==> src/rtl/mrf_pkg.sv <==
package mrf_pkg;
  localparam int REQ_W = 8;
  localparam int ID_W  = $clog2(REQ_W);

  typedef enum logic [2:0] {
    RD_NONE,
    RD_HALT,
    RD_ERR,
    RD_FAD,
    RD_PACK
  } rdSel_e;

  typedef struct packed {
    logic             wrHalt;
    logic             wrErr;
    logic             wrMask;
    logic             wrOrigin;
    logic             wrSelect;
    logic             wrReqClr;
    logic [REQ_W-1:0] ackClr;
    rdSel_e           rdSel;
  } strobe_t;
endpackage

==> src/rtl/mrf_ctrl.sv <==
module mrf_ctrl
  import mrf_pkg::*;
#(
  parameter int IDX_W = 3
) (
  input  logic             clk,
  input  logic             rstN,
  input  logic             busSel,
  input  logic             busWr,
  input  logic [IDX_W-1:0] busIdx,
  input  logic [1:0]       busLane,
  input  logic [REQ_W-1:0] reqMasked,
  input  logic             irqAck,
  output strobe_t          strobe,
  output logic             irqPending,
  output logic [ID_W-1:0]  irqId
);
  localparam int IDX_HALT = 0;
  localparam int IDX_ERR  = 1;
  localparam int IDX_FAD  = 2;
  localparam int IDX_PACK = 3;

  logic wrAcc, rdAcc;
  logic [ID_W-1:0] topId;

  assign wrAcc = busSel && busWr;
  assign rdAcc = busSel && !busWr;

  // highest-numbered unmasked request wins
  always_comb begin
    topId = '0;
    for (int i = 0; i < REQ_W; i++) begin
      if (reqMasked[i]) topId = ID_W'(i);
    end
  end

  assign irqPending = |reqMasked;
  assign irqId      = topId;

  always_comb begin
    strobe          = '0;
    strobe.rdSel    = RD_NONE;
    strobe.wrHalt   = wrAcc && (busIdx == IDX_W'(IDX_HALT));
    strobe.wrErr    = wrAcc && (busIdx == IDX_W'(IDX_ERR));
    strobe.wrMask   = wrAcc && (busIdx == IDX_W'(IDX_PACK)) && (busLane == 2'd0);
    strobe.wrOrigin = wrAcc && (busIdx == IDX_W'(IDX_PACK)) && (busLane == 2'd1);
    strobe.wrSelect = wrAcc && (busIdx == IDX_W'(IDX_PACK)) && (busLane == 2'd2);
    strobe.wrReqClr = wrAcc && (busIdx == IDX_W'(IDX_PACK)) && (busLane == 2'd3);
    if (irqAck && irqPending) strobe.ackClr[topId] = 1'b1;
    if (rdAcc) begin
      if      (busIdx == IDX_W'(IDX_HALT)) strobe.rdSel = RD_HALT;
      else if (busIdx == IDX_W'(IDX_ERR))  strobe.rdSel = RD_ERR;
      else if (busIdx == IDX_W'(IDX_FAD))  strobe.rdSel = RD_FAD;
      else if (busIdx == IDX_W'(IDX_PACK)) strobe.rdSel = RD_PACK;
    end
  end

  // acknowledge retires at most one request, and only an unmasked one
  p_ack_onehot_r9: assert property (@(posedge clk) disable iff (!rstN)
    $onehot0(strobe.ackClr));
  p_ack_masked_r9: assert property (@(posedge clk) disable iff (!rstN)
    (strobe.ackClr != '0) |-> ((strobe.ackClr & reqMasked) == strobe.ackClr));
  // at most one packed-word operation per access
  p_lane_onehot_r7: assert property (@(posedge clk) disable iff (!rstN)
    $onehot0({strobe.wrMask, strobe.wrOrigin, strobe.wrSelect, strobe.wrReqClr}));
endmodule

==> src/rtl/mrf_dpath.sv <==
module mrf_dpath
  import mrf_pkg::*;
#(
  parameter int       ADDR_W    = 32,
  parameter int       FAD_W     = 15,
  parameter bit       MEM_CODE0 = 1'b0
) (
  input  logic              clk,
  input  logic              rstN,
  input  strobe_t           strobe,
  input  logic [31:0]       busWdata,
  input  logic [REQ_W-1:0]  hwReq,
  input  logic              parErr,
  input  logic [ADDR_W-1:0] parErrAddr,
  output logic [REQ_W-1:0]  reqMasked,
  output logic [31:0]       busRdata
);
  localparam int BIT_PEN  = 0;
  localparam int BIT_WWP  = 1;
  localparam int BIT_PERR = 6;

  logic [31:0]      haltReg;
  logic             parEnReg, wrongParReg, errFlag;
  logic [FAD_W-1:0] fadReg;
  logic [REQ_W-1:0] reqReg, maskReg;
  logic [7:0]       originReg;
  logic             selReg;
  logic [REQ_W-1:0] swClr;

  assign swClr     = strobe.wrReqClr ? busWdata[REQ_W-1:0] : '0;
  assign reqMasked = reqReg & maskReg;

  always_ff @(posedge clk) begin
    if (!rstN) begin
      haltReg     <= '0;
      parEnReg    <= 1'b0;
      wrongParReg <= 1'b0;
      errFlag     <= 1'b0;
      fadReg      <= '0;
      reqReg      <= '0;
      maskReg     <= '0;
      originReg   <= '0;
      selReg      <= 1'b0;
    end else begin
      if (strobe.wrHalt) haltReg <= busWdata;
      if (strobe.wrErr) begin
        parEnReg    <= busWdata[BIT_PEN];
        wrongParReg <= busWdata[BIT_WWP];
      end
      if (parErr) begin
        errFlag <= 1'b1;
        if (!errFlag) fadReg <= parErrAddr[FAD_W-1:0];
      end else if (strobe.wrErr && busWdata[BIT_PERR]) begin
        errFlag <= 1'b0;
      end
      if (strobe.wrMask)   maskReg   <= busWdata[REQ_W-1:0];
      if (strobe.wrOrigin) originReg <= busWdata[7:0];
      if (strobe.wrSelect) selReg    <= busWdata[0];
      reqReg <= (reqReg & ~swClr & ~strobe.ackClr) | hwReq;
    end
  end

  always_comb begin
    unique case (strobe.rdSel)
      RD_HALT: busRdata = haltReg;
      RD_ERR:  busRdata = {23'd0, MEM_CODE0, 1'b0, errFlag, 4'd0, wrongParReg, parEnReg};
      RD_FAD:  busRdata = 32'(fadReg);
      RD_PACK: busRdata = {reqReg, 7'd0, selReg, originReg, maskReg};
      default: busRdata = '0;
    endcase
  end

  // a strobe always leaves the flag set; a set flag freezes the address
  p_par_set_r5: assert property (@(posedge clk) disable iff (!rstN)
    parErr |=> errFlag);
  p_fad_keep_r5: assert property (@(posedge clk) disable iff (!rstN)
    errFlag |=> $stable(fadReg));
  // a clearing write without a colliding strobe drops the flag
  p_err_w1c_r4: assert property (@(posedge clk) disable iff (!rstN)
    (strobe.wrErr && busWdata[BIT_PERR] && !parErr) |=> !errFlag);
  // plain control bits move only on a status write
  p_ctl_hold_r3: assert property (@(posedge clk) disable iff (!rstN)
    !strobe.wrErr |=> ($stable(parEnReg) && $stable(wrongParReg)));

  // every asserted request input is latched on the next edge
  for (genvar g = 0; g < REQ_W; g++) begin : g_reqChk
    p_req_set_r8: assert property (@(posedge clk) disable iff (!rstN)
      hwReq[g] |=> reqReg[g]);
  end
endmodule

==> src/rtl/mem_err_irq_regs.sv <==
module mem_err_irq_regs
  import mrf_pkg::*;
#(
  parameter int IDX_W     = 3,
  parameter int ADDR_W    = 32,
  parameter int FAD_W     = 15,
  parameter bit MEM_CODE0 = 1'b0
) (
  input  logic              clk,
  input  logic              rstN,
  input  logic              busSel,
  input  logic              busWr,
  input  logic [IDX_W-1:0]  busIdx,
  input  logic [1:0]        busLane,
  input  logic [31:0]       busWdata,
  output logic [31:0]       busRdata,
  input  logic [REQ_W-1:0]  hwReq,
  input  logic              parErr,
  input  logic [ADDR_W-1:0] parErrAddr,
  input  logic              irqAck,
  output logic              irqPending,
  output logic [ID_W-1:0]   irqId
);
  strobe_t          strobe;
  logic [REQ_W-1:0] reqMasked;

  mrf_ctrl #(.IDX_W(IDX_W)) i_ctrl (
    .clk        (clk),
    .rstN       (rstN),
    .busSel     (busSel),
    .busWr      (busWr),
    .busIdx     (busIdx),
    .busLane    (busLane),
    .reqMasked  (reqMasked),
    .irqAck     (irqAck),
    .strobe     (strobe),
    .irqPending (irqPending),
    .irqId      (irqId)
  );

  mrf_dpath #(.ADDR_W(ADDR_W), .FAD_W(FAD_W), .MEM_CODE0(MEM_CODE0)) i_dpath (
    .clk        (clk),
    .rstN       (rstN),
    .strobe     (strobe),
    .busWdata   (busWdata),
    .hwReq      (hwReq),
    .parErr     (parErr),
    .parErrAddr (parErrAddr),
    .reqMasked  (reqMasked),
    .busRdata   (busRdata)
  );

  // indices past the packed word return zero
  p_unused_zero_r10: assert property (@(posedge clk) disable iff (!rstN)
    (busSel && !busWr && (32'(busIdx) > 3)) |-> (busRdata == 32'd0));
  // the reported identifier points at a pending unmasked request
  p_id_valid_r9: assert property (@(posedge clk) disable iff (!rstN)
    irqPending |-> reqMasked[irqId]);
endmodule

==> config.mk <==
export PLATFORM = sky130hd
export DESIGN_NAME = mem_err_irq_regs
export DESIGN_NICKNAME = d
export VERILOG_FILES = /design/src/rtl/mrf_pkg.sv /design/src/rtl/mrf_ctrl.sv /design/src/rtl/mrf_dpath.sv /design/src/rtl/mem_err_irq_regs.sv
export SDC_FILE = /design/constraint.sdc
export NUM_CORES = 1
export LEC_CHECK = 0
export ABC_AREA = 1
export ABC_CLOCK_PERIOD_IN_PS = 1340
export BUFFER_PORTS_ARGS = -buffer_cell sky130_fd_sc_hd__buf_2
export CELL_PAD_IN_SITES_DETAIL_PLACEMENT = 1
export CELL_PAD_IN_SITES_GLOBAL_PLACEMENT = 2
export CORE_AREA = 2 2 127 129
export DETAILED_ROUTE_END_ITERATION = 10
export DIE_AREA = 0 0 129 131
export PLACE_DENSITY = 0.81
export SLEW_MARGIN = 10
export SYNTH_ARGS = -nofsm -noshare
export SYNTH_HDL_FRONTEND = slang
export SYNTH_HIERARCHICAL = 1
export SYNTH_SLANG_ARGS = --single-unit
==> constraint.sdc <==
create_clock -name clk -period 1.34 [get_ports clk]
set_input_delay 0.067 -clock clk [delete_from_list [all_inputs] [get_ports clk]]
set_output_delay 0.067 -clock clk [all_outputs]
set_load 0.02 [all_outputs]
**Word level (Yosys, flattened, before mapping)**

Cells that the tools add are included.

- Output and inout port bits: 36
- Input port bits: 83
- Logic and storage cells: 65
- Register bits: 75

- Multiplexer cells: 19
- Equal/unequal tests: 10
- $lt $le $gt $ge: 2
- Reduce and logical (&&, ||, !) cells: 18
- Bitwise operators: 7

Operators with widths:

| operator | number |
|---|---|
| case mux 32 bit (4 select lines) | 1 |
| two-way mux 3 bit | 11 |
| AND 8 bit | 3 |
| two-way mux 8 bit | 2 |
| inverter 8 bit | 2 |
| == test 3 x 2 -> 1 bit, second input constant | 4 |
| logical AND 1 bit | 12 |
| bitwise OR 8 bit | 1 |
| OR reduction 8 bit | 1 |
| == test 3 x 1 -> 1 bit, second input constant | 2 |
| == test 2 bit, second input constant | 2 |
| < comparator 3 x 4 -> 1 bit, second input constant | 1 |
| two-way mux 1 bit | 4 |
| demux 1 bit (select 3 bit) | 1 |
| == test 3 bit, second input constant | 1 |
| >= comparator 3 x 1 -> 1 bit, second input constant | 1 |
| logical NOT 3 bit | 1 |
| == test 2 x 1 -> 1 bit, second input constant | 1 |
| logical NOT 2 bit | 1 |
| AND reduction 2 bit | 1 |
| nonzero test 2 bit | 1 |
| logical NOT 1 bit | 1 |
| inverter 1 bit | 1 |

**Longest topological paths before layout**

Gate-level depths: netlist of run 1.

- Word-level depth: 16
- Gate-level depth with buffers: 11
- Gate-level depth less buffers: 11

**Modules after synthesis**

The synthesis of run 1 kept the hierarchy.

By module, submodules not included:

| module | times used | cells an instance | area each (um^2) | sequential area each (um^2) |
|---|---|---|---|---|
| mrf_dpath | 1 | 472 | 3,264.4 | 1,501.4 |
| mrf_ctrl | 1 | 62 | 271.5 | 0.0 |

**Least setup slack after synthesis of run 1**

OpenSTA, ideal clock, no wires.

- Path type: input-to-output
- Start: input port busWr
- End: output port busRdata[10]
- Arrival: 1.370 ns
- Cell stages on the path: 7
- Data required time: 1.273 ns
- Setup slack: -0.097 ns
- Buffers on the path: 2
- Cell sequence: inv_1 nand2_1 nor3_1 buf_2 buf_2 nand4_1 nand3_1

RTL lines:

| what | RTL line | RTL |
|---|---|---|
| from (decl) | mem_err_irq_regs.sv:12 | `input logic busWr,` |
| to (decl) | mem_err_irq_regs.sv:16 | `output logic [31:0] busRdata,` |

**Worst setup path after layout of run 1**

- Start: register i_dpath.maskReg[2]
- End: output port irqId[0]

- Cells in the longest elaborated chain, start to end: 7

RTL lines:

| what | RTL line | RTL |
|---|---|---|
| from (decl) | mrf_dpath.sv:25 | `logic [REQ_W-1:0] reqReg, maskReg;` |
| from (signal assigned) | mrf_dpath.sv:56 | `if (strobe.wrMask) maskReg <= busWdata[REQ_W-1:0];` |
| AND 8 bit | mrf_dpath.sv:31 | `assign reqMasked = reqReg & maskReg;` |
| net reqMasked[2] | mem_err_irq_regs.sv:25 | `logic [REQ_W-1:0] reqMasked;` |
| two-way mux 3 bit (6 in a row) | mrf_ctrl.sv:33 | `if (reqMasked[i]) topId = ID_W'(i);` |
| to (decl) | mem_err_irq_regs.sv:22 | `output logic [ID_W-1:0] irqId` |

The timed path passes the listed nets, and every way through them passes these cells.

==> out/metrics.cfg, run 1 <==
[critical_path]
reg2reg_from=i_dpath/reqReg[4]
ff2ff_path_depth=10
worstSetupEndpointType=output port
worstReg2RegEnd=i_dpath/reqReg[0]
critPathMaxFanout=2
required_ps=1270
critPathKind=flip-flop to output port
r2r_setup_slack_ps=-100
critPathLaunchType=flip-flop
crit_arrival_ps=1390

[timing]
setup_tns_ps=-1250
hold_violations=0
period_minus_slack_ps=1460
setup-violations-final=26
tightest_slew_ps=460
whs_ps=5.83
rsz0062_at_grt=true
fin_skew_ps=5.93
fmax_mhz=686
setup_ws_ps=-118
relSlewSlack_pct=69.3
period_share_pct=109
maxSlewViolCount=0

[yosys]
yosys.area.top_type_share_pct=42.5
synth_ff_type=dfxtp_1
synth-seq-cells=75
synth.distinct_cells=22
synth_top_area_cell=dfxtp_1
synth_cells=534
syn-cell-area_um2=3540
synth_edf_count=0
yosysWarningCount=6
syn_area_per_cell_um2=6.62
yosysSeqAreaShare_pct=42.5
yosysMostFrequentCell=nor2_1
synth_nets=617
synth_area_leaders=dfxtp_1 (42%), nor2_1 (13%), nand2_1 (9.7%), o21ai_0 (9.1%), inv_1 (6.2%)
synthTopCellsByCount=nor2_1 (124), nand2_1 (91), dfxtp_1 (75)
synthArstFlopShare_pct=0

[routing]
drt_first_pass_iters=4
ant_nets=0
drt-initial-drc-count=192
vias=4141
wl_per_cell_um=15.8
drc=0
wl_um=14700
via_per_inst=4.44

[cells_and_area]
antenna-diode-count=0
final_area_um2=6260
final_layout_size_suffix_gt1_share_pct=42.8
final_nets=797
syn2layout_area_growth_pct=77.2

[die]
dieArea_um2=16900
die_y_um=131
die_w_um=129
pin_count=119
core.rowCount=46
initial_core_util_pct=22.7
fp.coreArea_um2=15600

[cts]
cts_tree=done
numCtsBuffers=9
numClockSinks=75
cts_root_buffer=clkbuf_16
htreeDepth=3
clk_pin_slew_ps=60
max-clock-path-buffers=2
worst_skew_pair.late_latency_ps=340

[power_and_ir_drop]
comb_power_share_pct=12.9
power_uw=5350
leakage_uw=0.00301
powerDensity_nw_per_um2=854
internal_power_uw=3990
clockPowerShare_pct=42.9
seqPwrFrac_pct=44.3
power.share.switching_pct=25.4
irDropWorstVdd_mv=0.637
switchingPower_uw=1360

[flow_run]
maxCapViolCount=0

[global_route]
antenna_found_initial=0
grt_pass1_vias=4455
grt_util_all_layers_pct=17.6
grt_first_pass_wirelength_um=22600
grt_overflow=0
grt_max_degree=33

[outcome]
status=complete, but fails checks
violations=negative setup slack

[place]
placed_area_um2=4500
place_hpwl_um=9790
place_ws_ps=-575
gp_congestion=0.785
portBuffers=101

[hold_path]
min_to=i_dpath/fadReg[4]
whs_path_depth=3
hp-class=primary input to flip-flop
worstHoldStart=parErrAddr[4]

## placed cells by master (no fill, tap or decap), types with 11 or more instances in the layout
cell type      netlist  final
inv_1               58     40
dfxtp_1             75     64
inv_2                1     13
buf_12               0     12
buf_4                0     39
nand2_1             91     28
a21oi_1             26     23
buf_6                3     41
clkbuf_16            0     11
nand3_2              2     13
dlygate4sd3_1        0     36
buf_2               14     60
o21ai_0             64     63
nand4_1             20     20
nand2_2              0     52
nor2_1             124    112
## sequential cells by signal (all words and copies together) (netlist names)
signal               flops
i_dpath/selReg           1
i_dpath/reqReg           8
i_dpath/originReg        8
i_dpath/errFlag          1
i_dpath/fadReg          15
i_dpath/maskReg          8
i_dpath/wrongParReg      1
i_dpath/haltReg         32
i_dpath/parEnReg         1
## power by group through the flow
| stage | Sequential [µW] | Combinational, µW | Clock [µW] |
|---|---|---|---|
| final | 2370 | 688 | 2290 |
| after global routing | 2370 | 752 | 2450 |
| after CTS | 2360 | 651 | 2370 |
| after detailed placement | 2410 | 455 | 0 |
| after global placement | 2400 | 437 | 0 |
| after floorplan | 2390 | 208 | 0 |
## stage by stage
stage               cells  util (%)
floorplan             534         -
global placement      858      28.8
detailed placement    858      28.8
CTS                   930      38.2
global route          933      40.2
finish                933      40.2
## worst max-delay path, cell delays in order (launching register included)
cell,delay (ps)
dfxtp_2,320
nand2_2,70
inv_2,50
inv_2,40
nand2_2,50
nand2_2,60
nand2_2,80
a21oi_4,170
buf_6,110
buf_6,100
## area by class of cell
type                    count  area (µm²)
clock buffers              12         256
repair buffers            196        1800
multi-input cells         372        2150
clock inverters             2        12.5
fillers                  1885        9330
flip-flops and latches     75        1520
inverters                  60         258
well taps                 216         270
## kinds of logic (layout without fill, tap and decap cells)
kind of cell | count (synthesis) | in the layout | share of synthesized area, %
simple gates | 277 | 278 | 33.7
buf+inv | 88 | 270 | 10.5
flops | 75 | 75 | 42.5
compound gates | 94 | 94 | 13.4
## worst max path at each step
stage	from	end	slack, ps
2_1_floorplan	i_dpath/reqReg[7]	i_dpath/reqReg[6]	20
3_3_place_gp	busWr	busRdata[9]	-520
3_5_place_dp	busIdx[2]	busRdata[7]	-580
4_1_cts	i_dpath/reqReg[2]	irqId[0]	-100
5_1_grt	i_dpath/reqReg[4]	i_dpath/reqReg[1]	-190
6_report	i_dpath/maskReg[2]	irqId[0]	-120
## layer usage
metal  part of all wire, %  up-vias  track usage [%]
met3                   3.8       20             3.01
met2                    50       92             30.5
met5                     0        -                0
li1                      -     2066                -
met1                    44     1963             21.9
met4                   1.8        0             6.65
## timing repair
item	CTS	global route
setup endpoints to repair	41	42
buffers inserted	17	5
resized for setup	182	92
endpoints found under the hold margin	36	0
cloned	5	2
hold buffers	36	0
pin swaps	27	31
Note: power is estimated with default switching activity, not from simulation.
==> run 2, diff against run 1 <==
--- a/config.mk
+++ b/config.mk
@@ -14,4 +14,5 @@
 export DETAILED_ROUTE_END_ITERATION = 10
 export DIE_AREA = 0 0 129 131
+export GPL_ROUTABILITY_DRIVEN = 0
 export PLACE_DENSITY = 0.81
 export SLEW_MARGIN = 10
==> constraint.sdc (replaced) <==
create_clock -name clk -period 1.34 [get_ports clk]
set_input_delay 0.134 -clock clk [delete_from_list [all_inputs] [get_ports clk]]
set_output_delay 0.134 -clock clk [all_outputs]
set_load 0.02 [all_outputs]
==> out/metrics.cfg, run 2 (synthesis results as in run 1) <==
[routing]
wl_um=15000  ; +1.7%
drc=0  ; unchanged
drt-initial-drc-count=143  ; -26%
wl_per_cell_um=16.3  ; +3.1%
drt_first_pass_iters=5  ; +1
vias=4186  ; +1.1%
via_per_inst=4.55  ; +2.5%
ant_nets=0  ; unchanged

[timing]
period_minus_slack_ps=1550  ; +94.2 ps
fmax_mhz=644  ; -6.1%
tightest_slew_ps=496  ; +36.4 ps
fin_skew_ps=4.79  ; -1.15 ps
maxSlewViolCount=0  ; unchanged
setup-violations-final=58  ; +120%
rsz0062_at_grt=true
setup_ws_ps=-212  ; -94.2 ps
hold_violations=0  ; unchanged
period_share_pct=116  ; +7.0 points
relSlewSlack_pct=66.9  ; -2.4 points
setup_tns_ps=-7630  ; -6380 ps

[power_and_ir_drop]
leakage_uw=0.00314  ; +4.4%
irDropWorstVdd_mv=0.648  ; +1.8%
power.share.switching_pct=23.9  ; -1.5 points
internal_power_uw=4320  ; +8.4%
power_uw=5680  ; +6.2%
clockPowerShare_pct=47.3  ; +4.4 points
seqPwrFrac_pct=41.6  ; -2.7 points
comb_power_share_pct=11.1  ; -1.8 points
powerDensity_nw_per_um2=904  ; +5.8%
switchingPower_uw=1360  ; -0.23%

[critical_path]
worstSetupEndpointType=flip-flop
critPathKind=primary input to flip-flop
path_delay_family=buffers and inverters
crit_arrival_ps=1780  ; +390 ps
required_ps=1570  ; +300 ps
path_buf_inv=7  ; +3
crit_slowest_cell=or2_4
max_stage_delay_ps=260  ; -60 ps
critPathLaunchType=primary input
path_cells=buf_8 -> inv_6 -> nand3_4 -> buf_6 -> buf_4 -> buf_4 -> or2_4 -> nor3_2 -> buf_4 -> clkinvlp_4 -> nor2_2 -> nor2_1
path_common_cell=buf_4
r2r_setup_slack_ps=-150  ; -50 ps
critPathMaxFanout=6  ; +4

[cells_and_area]
antenna-diode-count=0  ; unchanged
largest_reg_flops=32  ; unchanged
final_layout_size_suffix_gt1_share_pct=48.4  ; +5.6 points
final_nets=782  ; -1.9%
layout_commonest_cell=nor2_1
fin_cells=920  ; -1.4%
final_area_um2=6290  ; +0.34%
syn2layout_area_growth_pct=77.8
top_regs=i_dpath/haltReg (32), i_dpath/fadReg (15)
top_register=i_dpath/haltReg
layout_common_cells=nor2_1 (99), dfxtp_1 (63), buf_2 (62)

[place]
portBuffers=101  ; unchanged
place_hpwl_um=9820  ; +0.38%
placed_area_um2=4650  ; +3.3%
placed_cells=869  ; +1.3%

[outcome]
violations=negative setup slack
status=complete, but fails checks

[global_route]
grt_first_pass_wirelength_um=22700  ; +0.37%
grt_pass1_vias=4465  ; +0.22%
grt_max_degree=59  ; +79%
grt_util_all_layers_pct=17.6  ; about the same
antenna_found_initial=0  ; unchanged
grt_overflow=0  ; unchanged

[die]
dieArea_um2=16900  ; unchanged
fp.coreArea_um2=15600  ; unchanged
die_y_um=131  ; unchanged
pin_count=119  ; unchanged
die_w_um=129  ; unchanged
core.rowCount=46  ; unchanged
initial_core_util_pct=22.7  ; unchanged

[cts]
cts_hold_buf=0  ; -100%
htreeDepth=3  ; unchanged
numClockSinks=75  ; unchanged
cts_tree=done
numCtsBuffers=9  ; unchanged
clk_pin_slew_ps=60  ; about the same
max-clock-path-buffers=2  ; unchanged
cts_root_buffer=clkbuf_16
worst_skew_pair.late_latency_ps=340  ; about the same

[hold_path]
hp-class=primary input to flip-flop

[flow_run]
maxCapViolCount=0  ; unchanged

-- run 2: worst register-to-register path, stage by stage (launching register included) --
cell and delay (ps):
dfxtp_1 320, nand2_2 70, inv_2 50, nor2_4 120, inv_2 60, nor2_4 120
buf_6 110, nand4_1 140, nor2_2 190, nand3b_1 130, a21oi_1 70
-- run 2: final timing paths --
check / startpoint / to / cells past startpoint
worst max register to register: i_dpath/reqReg[6] / i_dpath/reqReg[1] / 10
worst max-delay path: busIdx[2] / i_dpath/maskReg[3] / 12
worst min register to register: i_dpath/haltReg[19] / i_dpath/haltReg[19] / 2
worst min-delay path: busWdata[8] / i_dpath/haltReg[8] / 3
-- run 2: metrics by stage --
step	setup WS, ps	util [%]	hold slack (ps)
3_3_place_gp	-195	29.8	358
2_1_floorplan	-39.5	-	258
4_1_cts	-214	37.7	6.22
3_5_place_dp	-240	29.8	364
5_1_grt	-302	40.3	14.0
6_report	-212	40.3	12.1
-- run 2: timing repair --
action                     in CTS  in global routing
hold endpoints to repair        0                  0
setup buffers                  24                  8
setup endpoints to repair      34                 63
resized for setup             196                107
gates cloned                    6                  0
pin swaps                      49                 40
-- run 2: per-layer routing --
| layer | wire length (µm) | GRT usage (%) | vias up |
|---|---|---|---|
| li1 | - | - | 2036 |
| met5 | 0 | 0 | - |
| met4 | 302 | 5.88 | 0 |
| met1 | 6290 | 21.5 | 2032 |
| met2 | 7720 | 31.3 | 96 |
| met3 | 653 | 3.09 | 22 |
-- run 2: area by class of cell --
cell class / instances / area (µm²)
Multi-Input combinational cell: 371 / 2270
Clock inverter: 5 / 75.1
Clock buffer: 11 / 253
Inverter: 60 / 249
Timing Repair Buffer: 182 / 1650
Sequential cell: 75 / 1520
Tap cell: 216 / 270
Fill cell: 1872 / 9310
-- run 2: power groups by stage --
stage / clock (µW) / sequential (µW) / combinational [µW]
2_1_floorplan: 0 / 2390 / 210
3_3_place_gp: 0 / 2400 / 453
3_5_place_dp: 0 / 2400 / 466
4_1_cts: 2750 / 2360 / 581
5_1_grt: 2860 / 2370 / 688
6_report: 2690 / 2360 / 629
==> run 3, diff against run 2 <==
Settings changed: CORE_AREA 2 2 127 129 to 2 2 124 126, DIE_AREA 0 0 129 131 to 0 0 126 128, PLACE_DENSITY 0.81 to 0.8, SYNTH_HIERARCHICAL 1 to unset.
==> out/metrics.cfg, run 3 <==
[cells_and_area]
largest_reg_flops=32  ; unchanged
layout_commonest_cell=buf_2
syn2layout_area_growth_pct=58.7
top_register=i_dpath.haltReg
layout_common_cells=buf_2 (76), inv_1 (68), o21ai_0 (68)
final_nets=697  ; -11%
utilization_pct=35.7  ; -4.6 points
top_regs=i_dpath.haltReg (32), i_dpath.fadReg (15)
final_area_um2=5310  ; -16%
final_layout_size_suffix_gt1_share_pct=40.5  ; -7.9 points

[die]
core.rowCount=45  ; -2.2%
initial_core_util_pct=22.5  ; -0.17 points
pin_count=119  ; unchanged
die_w_um=126  ; -2.3%
dieArea_um2=16100  ; -4.6%
die_y_um=128  ; -2.3%
fp.coreArea_um2=14900  ; -4.7%

[cts]
worst_skew_pair.late_latency_ps=340  ; about the same
max-clock-path-buffers=2  ; unchanged
clk_pin_slew_ps=60  ; about the same
cts_hold_buf=0  ; unchanged
cts_root_buffer=clkbuf_16
numClockSinks=75  ; unchanged
cts_tree=done
htreeDepth=3  ; unchanged
numCtsBuffers=9  ; unchanged

[outcome]
status=complete, but fails checks
violations=negative setup slack

[critical_path]
worstReg2RegEnd=i_dpath.reqReg[6]
ff2ff_path_depth=9  ; -1
r2r_setup_slack_ps=0  ; +150 ps
critPathKind=primary input to output port
crit_arrival_ps=1240  ; -540 ps
worstSetupEndpointType=output port
reg2reg_from=i_dpath.reqReg[3]
critPathLaunchType=primary input
required_ps=1210  ; -360 ps
critPathMaxFanout=3  ; -3

[hold_path]
hp-class=primary input to flip-flop
min_to=i_dpath.fadReg[4]
whs_path_depth=3  ; unchanged
worstHoldStart=parErrAddr[4]

[yosys]
synth-seq-cells=75  ; unchanged
synth_edf_count=0  ; unchanged
synth_ff_type=dfxtp_1
yosys.area.top_type_share_pct=44.9  ; +2.4 points
synthArstFlopShare_pct=0  ; unchanged
yosysSeqAreaShare_pct=44.9  ; +2.4 points
synth_nets=559  ; -9.4%
synth.distinct_cells=21  ; -4.5%
yosysWarningCount=0  ; -6
synth_top_area_cell=dfxtp_1
syn-cell-area_um2=3340  ; -5.4%
yosysMostFrequentCell=o21ai_0
synth_area_leaders=dfxtp_1 (45%), o21ai_0 (12%), a21oi_1 (9.1%), inv_1 (8.6%), nand2_1 (7.4%)
synthTopCellsByCount=o21ai_0 (79), inv_1 (77), dfxtp_1 (75)
syn_area_per_cell_um2=7.03  ; +6.1%
synth_cells=476  ; -11%

[flow_run]
maxCapViolCount=0  ; unchanged

[routing]
drt_first_pass_iters=4  ; -1
ant_nets=0  ; unchanged
drc=0  ; unchanged
drt-initial-drc-count=158  ; +10%
vias=3740  ; -11%
via_per_inst=4.63  ; +1.7%
wl_um=13100  ; -12%
wl_per_cell_um=16.2  ; -0.16%

[global_route]
grt_first_pass_wirelength_um=19600  ; -14%
grt_max_degree=44  ; -25%
grt_util_all_layers_pct=15.5  ; -2.1 points
grt_pass1_vias=3907  ; -12%
antenna_found_initial=1  ; +1
grt_overflow=0  ; unchanged

[timing]
relSlewSlack_pct=74.7  ; +7.8 points
setup_ws_ps=-32.6  ; +179 ps
tightest_slew_ps=379  ; -117 ps
period_minus_slack_ps=1370  ; -179 ps
fin_skew_ps=4.32  ; -0.466 ps
setup_tns_ps=-69.2  ; +7560 ps
fmax_mhz=729  ; +13%
maxSlewViolCount=0  ; unchanged
setup-violations-final=3  ; -95%
whs_ps=15.5  ; +3.35 ps
period_share_pct=102  ; -13 points
hold_violations=0  ; unchanged
rsz0062_at_grt=true

[power_and_ir_drop]
clockPowerShare_pct=48.6  ; +1.3 points
comb_power_share_pct=10.3  ; -0.8 points
irDropWorstVdd_mv=0.722  ; +11%
powerDensity_nw_per_um2=1080  ; +20%
power.share.switching_pct=23.6  ; -0.31 points
internal_power_uw=4380  ; +1.4%
leakage_uw=0.00227  ; -28%
switchingPower_uw=1350  ; -0.32%
seqPwrFrac_pct=41.2  ; -0.4 points

[place]
placed_area_um2=4280  ; -7.9%
place_hpwl_um=9110  ; -7.3%
portBuffers=101  ; unchanged
place_ws_ps=-183  ; +57.2 ps

==> run 3: what timing repair did <==
action	in CTS	in global routing
setup buffers	9	8
endpoints found under the setup margin	30	39
cloned	0	2
pin swaps	9	13
gates resized for setup	83	74
==> run 3: power groups by stage <==
stage	combinational, µW	clock, µW	sequential [µW]
2_1_floorplan	220	0	2390
3_3_place_gp	459	0	2400
3_5_place_dp	475	0	2410
5_1_grt	647	2950	2370
4_1_cts	522	2860	2350
6_report	589	2790	2360
==> run 3: cell families (layout without fill, tap and decap cells) <==
| kind of cell | after synthesis | in the layout | synth area share, % |
|---|---|---|---|
| compound gates | 158 | 158 | 25.4 |
| buf+inv | 102 | 245 | 12.1 |
| flops | 75 | 75 | 44.9 |
| other cells | 0 | 1 | 0 |
| simple gates | 141 | 141 | 17.7 |
==> run 3: layout make-up <==
class	instances	area (µm²)
fill	1823	9560
clock inverter	7	116
clock buffer	9	225
timing repair buffer	150	1120
multi-input combinational	299	1770
antenna	1	2.50
sequential	75	1530
tap	188	235
inverter	79	308
==> run 3: worst max-delay path, stage by stage <==
cell     delay [ps]
buf_8            80
inv_4            30
buf_4           120
buf_4           120
nor4_2          220
buf_4           180
a21oi_1          70
o21ai_1         110
buf_4           170
==> run 3: routing by layer <==
metal | GRT usage, % | up-vias | part of all wire [%]
li1 | - | 1833 | -
met5 | 0 | - | 0
met1 | 18.9 | 1784 | 43
met2 | 26.7 | 99 | 49
met3 | 4.38 | 24 | 4.9
met4 | 4.33 | 0 | 2.3
==> run 3: stage by stage <==
step / total power (µW) / cells
finish: 5740 / 808
global route: 5960 / 807
CTS: 5740 / 797
detailed placement: 2880 / 772
global placement: 2860 / 772
floorplan: 2610 / 476
==> run 3: worst max path at each step <==
stage                     depth (start not counted)               start           to  slack (ps)
after global placement                            9              busSel  busRdata[1]        -190
after global routing                              6  i_dpath.maskReg[2]     irqId[0]        -100
after floorplan                                   6           busIdx[2]  busRdata[0]           9
after detailed placement                          8           busIdx[0]  busRdata[0]        -180
final                                             9              busSel  busRdata[1]         -30
after CTS                                         6   i_dpath.reqReg[2]     irqId[0]         -70
